--- src/rtl/cp0_exc_entry.sv ---
module cp0_exc_entry #(
  parameter int XLEN = 64,
  parameter logic [XLEN-1:0] BOOT_BASE = 64'hFFFF_FFFF_BFC0_0200,
  parameter logic [XLEN-1:0] NORM_BASE = 64'hFFFF_FFFF_8000_0000,
  parameter logic [11:0] REFILL_OFF = 12'h080,
  parameter logic [11:0] GEN_OFF = 12'h180,
  parameter logic [31:0] CAUSE_MASK = 32'hB0C0_FF7C,
  parameter logic [31:0] STATUS_MASK = 32'hF040_FFFF,
  parameter logic [31:0] STATUS_RST = 32'h0040_0004
) (
  input  logic            clk,
  input  logic            rst_n,
  input  logic            exc_req,
  input  logic [3:0]      exc_cause,
  input  logic [XLEN-1:0] exc_pc,
  input  logic            exc_in_delay,
  input  logic [XLEN-1:0] exc_badaddr,
  input  logic            sw_we_cause,
  input  logic            sw_we_status,
  input  logic [31:0]     sw_wdata,
  output logic [31:0]     cause_q,
  output logic [31:0]     status_q,
  output logic [XLEN-1:0] epc_q,
  output logic [XLEN-1:0] badvaddr_q,
  output logic [XLEN-1:0] vec_pc,
  output logic            vec_valid
);
  localparam int EXL = 1;
  localparam int BEV = 22;
  localparam int BD  = 31;

  logic [4:0] code;
  always_comb begin
    case (exc_cause)
      4'd0:  code = 5'h00;
      4'd1:  code = 5'h01;
      4'd2:  code = 5'h02;
      4'd3:  code = 5'h03;
      4'd4:  code = 5'h04;
      4'd5:  code = 5'h05;
      4'd6:  code = 5'h08;
      4'd7:  code = 5'h09;
      4'd8:  code = 5'h0A;
      4'd9:  code = 5'h0B;
      4'd10: code = 5'h0C;
      4'd11: code = 5'h0D;
      4'd12: code = 5'h12;
      4'd13: code = 5'h02;
      4'd14: code = 5'h03;
      default: code = 5'h0A;
    endcase
  end

  wire nested   = status_q[EXL];
  wire refill   = (exc_cause == 4'd13) || (exc_cause == 4'd14);
  wire addr_err = (exc_cause == 4'd4) || (exc_cause == 4'd5);
  wire [11:0] off = (refill && !nested) ? REFILL_OFF : GEN_OFF;
  wire [XLEN-1:0] base = status_q[BEV] ? BOOT_BASE : NORM_BASE;
  wire [XLEN-1:0] target = base + {{(XLEN-12){off[11]}}, off};
  wire [XLEN-1:0] ret_pc = exc_in_delay ? exc_pc - XLEN'(4) : exc_pc;

  always_ff @(posedge clk) begin
    if (!rst_n) begin
      cause_q    <= '0;
      status_q   <= STATUS_RST;
      epc_q      <= '0;
      badvaddr_q <= '0;
      vec_pc     <= '0;
      vec_valid  <= 1'b0;
    end else begin
      vec_valid <= exc_req;
      if (exc_req) begin
        if (!nested) begin
          epc_q       <= ret_pc;
          cause_q[BD] <= exc_in_delay;
        end
        cause_q[6:2]    <= code;
        status_q[EXL]   <= 1'b1;
        vec_pc          <= target;
        if (addr_err) badvaddr_q <= exc_badaddr;
      end else begin
        if (sw_we_cause)  cause_q  <= sw_wdata & CAUSE_MASK;
        if (sw_we_status) status_q <= sw_wdata & STATUS_MASK;
      end
    end
  end
endmodule


--- config.mk ---
export PLATFORM = sky130hd
export DESIGN_NAME = cp0_exc_entry
export DESIGN_NICKNAME = d
export VERILOG_FILES = /design/src/rtl/cp0_exc_entry.sv
export SDC_FILE = /design/constraint.sdc
export NUM_CORES = 1
export LEC_CHECK = 0
export ABC_AREA = 0
export BUFFER_PORTS_ARGS = -buffer_cell sky130_fd_sc_hd__buf_2
export CAP_MARGIN = 20
export CELL_PAD_IN_SITES_DETAIL_PLACEMENT = 2
export CELL_PAD_IN_SITES_GLOBAL_PLACEMENT = 2
export CORE_MARGIN = 10
export CORE_UTILIZATION = 21
export DETAILED_ROUTE_END_ITERATION = 10
export GPL_TIMING_DRIVEN = 1
export PLACE_DENSITY_LB_ADDON = 0.1
export SYNTH_ARGS = -nofsm -noshare
export SYNTH_HDL_FRONTEND = slang
export SYNTH_SLANG_ARGS = --single-unit
export TNS_END_PERCENT = 10
--- constraint.sdc ---
create_clock -name clk -period 2.5 [get_ports clk]
set_input_delay 0.625 -clock clk [delete_from_list [all_inputs] [get_ports clk]]
set_output_delay 0.625 -clock clk [all_outputs]
set_load 0.03 [all_outputs]
==> flow_summary.json <==
{
  "yosys_warnings": 0,
  "drive_above_1_share": 0.364,
  "max_freq_mhz": 442,
  "power_density_nw_per_um2": 649,
  "cts_buffers": 17,
  "dp_hpwl_um": 28700,
  "postCtsSetupBuffers": 0,
  "nets": 1526,
  "final.min_clock_period_ns": 2.26,
  "hold_start": "exc_badaddr[24]",
  "synth_ff_type": "dfxtp_1",
  "dpl.cell_count": 1847,
  "initial_core_util": 0.212,
  "top_layer": "met5",
  "synth_edf_count": 0,
  "grt_pass1_vias": 8751,
  "status": "complete, no violations",
  "final_cells": 1881,
  "port_buffers": 371,
  "regToRegEndpoint": "epc_q[56]$_SDFFE_PN0P_",
  "clock_latency_ns": 0.44,
  "setup_viol": 0,
  "ir_worst_vdd_mv": 0.469,
  "clock_skew_ns": 0.00574,
  "antenna_found_initial": 9,
  "cts_hold_buf": 0,
  "slew_violations": 0,
  "rows": 71,
  "finalHoldViolCount": 0,
  "worst_pin_slew_ns": 0.809,
  "drcViolationCount": 0,
  "hold_path_depth": 3,
  "die_area_sq_um": 46100,
  "synth.distinct_cells": 53,
  "path_cells": "buf_2",
  "routabilityCongestion": 0.748,
  "cts_tree": "yes",
  "first_pass_iters": 4,
  "critPathMaxFanout": 35,
  "clkTransAtPathRegs_ns": 0.07,
  "grt_use_total": 0.158,
  "synth_common_cells": "nand2_1 (209), dfxtp_1 (171), a21oi_1 (127)",
  "worstPathRequired_ns": 1.88,
  "fin_area_sq_um": 11000,
  "rr_worst_depth": 6,
  "async_flop_share": 0,
  "ys_seq_area_frac": 0.430,
  "finalPower_w": 0.00717,
  "h-tree-depth": 4,
  "wl_per_cell_um": 19.7,
  "drtAntennaViolNets": 0,
  "synth_area_leaders": "dfxtp_1 (43%), nand2_1 (9.9%), buf_4 (8.2%)",
  "cts_resized": 0,
  "num_vias": 8261,
  "crit_buf_inv": 1,
  "synth_most_common_cell": "nand2_1",
  "cap_violations": 0,
  "post-route-period-util": 0.904,
  "start_kind": "flip-flop",
  "cts_sinks": 171,
  "slew-limit-headroom": 0.460,
  "yosys.area.top_type": "dfxtp_1",
  "gr-total-overflow": 0,
  "netlist_area_sq_um": 7960,
  "end_kind": "output port",
  "ctsRootBufferMaster": "clkbuf_16",
  "rsz0062_at_grt": "false",
  "drt_iter0_markers": 241,
  "cpPeakStageDelay_ns": 0.84,
  "core_area_sq_um": 37500,
  "grt_max_degree": 90,
  "met1_length_um": 16100,
  "min_to": "badvaddr_q[24]$_SDFFE_PN0P_",
  "synth.avg_cell_area_sq_um": 8.02,
  "cp_data_arrival_time_ns": 1.64,
  "wl_met3_um": 2210,
  "r2r_slack_ns": 1.05,
  "critPathKind": "flip-flop to output port",
  "area_growth_pct": 38.7,
  "syn_inst": 992,
  "crit_slowest_cell": "dfxtp_1",
  "power.leakage_nw": 4.87,
  "cp_top_family": "flip-flops",
  "placed_area_sq_um": 10400,
  "clk_path_buf_depth": 2,
  "synth_top_area_frac": 0.430,
  "grt_pass1_wl_um": 56600,
  "ys_seq_elements": 171,
  "routed_wl_um": 37000,
  "io_pins": 427,
  "wl_met2_um": 18200,
  "timing.rr.start": "status_q[1]$_SDFFE_PN0P_",
  "viasPerCell": 4.39,
  "die_x_um": 215,
  "die_y_um": 215,
  "hp-class": "input port to flip-flop"
}
[worst max path at each step]
stage	startpoint	endpoint	cells past startpoint
floorplan	exc_pc[2]	epc_q[52]$_SDFFE_PN0P_	8
global placement	exc_pc[20]	epc_q[53]$_SDFFE_PN0P_	8
detailed placement	exc_pc[3]	epc_q[32]$_SDFFE_PN0P_	9
CTS	vec_pc[62]$_SDFFE_PN0P_	vec_pc[52]	1
global route	vec_pc[62]$_SDFFE_PN0P_	vec_pc[38]	1
finish	vec_pc[62]$_SDFFE_PN0P_	vec_pc[61]	1
[registers in the layout, indices dropped and copies added (netlist names)]
signal and flops:
badvaddr_q 64, cause_q 18, vec_pc 3, vec_valid 1, epc_q 64, status_q 21
[cell families after synthesis]
group,synth area share
flops,0.430
mux,0.0115
fa+ha+maj,0.00157
buf+inv,0.117
xor+xnor,0.0418
other cells,0.000471
compound gates,0.166
simple gates,0.231
[cells in the final DEF (no fill, tap or decap), types with 4 or more instances in the layout]
master and instances:
a211oi_1 17, a21oi_1 127, a31oi_1 22, buf_12 8, buf_2 371, buf_4 73, clkbuf_16 17, conb_1 45
dfxtp_1 171, inv_1 4, mux2i_1 8, nand2_1 209, nand3_1 17, nand3b_1 4, nand4_1 10, nand4b_1 7
nor2_1 36, nor2b_1 7, nor3_1 16, nor4_1 10, o21ai_0 55, o31ai_1 12, or3_1 15, or4_1 17
xnor2_1 12, xor2_1 26
[power breakdown]
part	switching, W	internal, W
Sequential	0.0000830	0.00286
Clock	0.00122	0.00162
Combinational	0.000961	0.000411
Total	0.00227	0.00490
[stage by stage]
stage | util | hold WS, ns | setup slack, ns | TNS (ns)
finish | 0.295 | 0.401 | 0.239 | 0
global placement | 0.278 | 0.439 | -0.130 | -1.73
CTS | 0.294 | 0.370 | 0.144 | 0
detailed placement | 0.278 | 0.448 | -0.155 | -1.92
floorplan | - | 0.581 | 0.0798 | 0
global route | 0.294 | 0.391 | 0.0265 | 0
[final cells by class]
class,instances,area [sq um]
antenna,3,7.51
multi-input combinational,707,3780
inverter,6,25.0
clock inverter,10,140
sequential,171,3420
clock buffer,21,460
tap,511,639
timing repair buffer,452,2560
fill,4495,26400
[routing by layer]
layer / global-route usage / up-vias
met2: 0.266 / 200
met4: 0.0435 / 12
li1: - / 4025
met5: 0 / -
met3: 0.0540 / 31
met1: 0.187 / 3993
(Power assumes the default switching activity.)
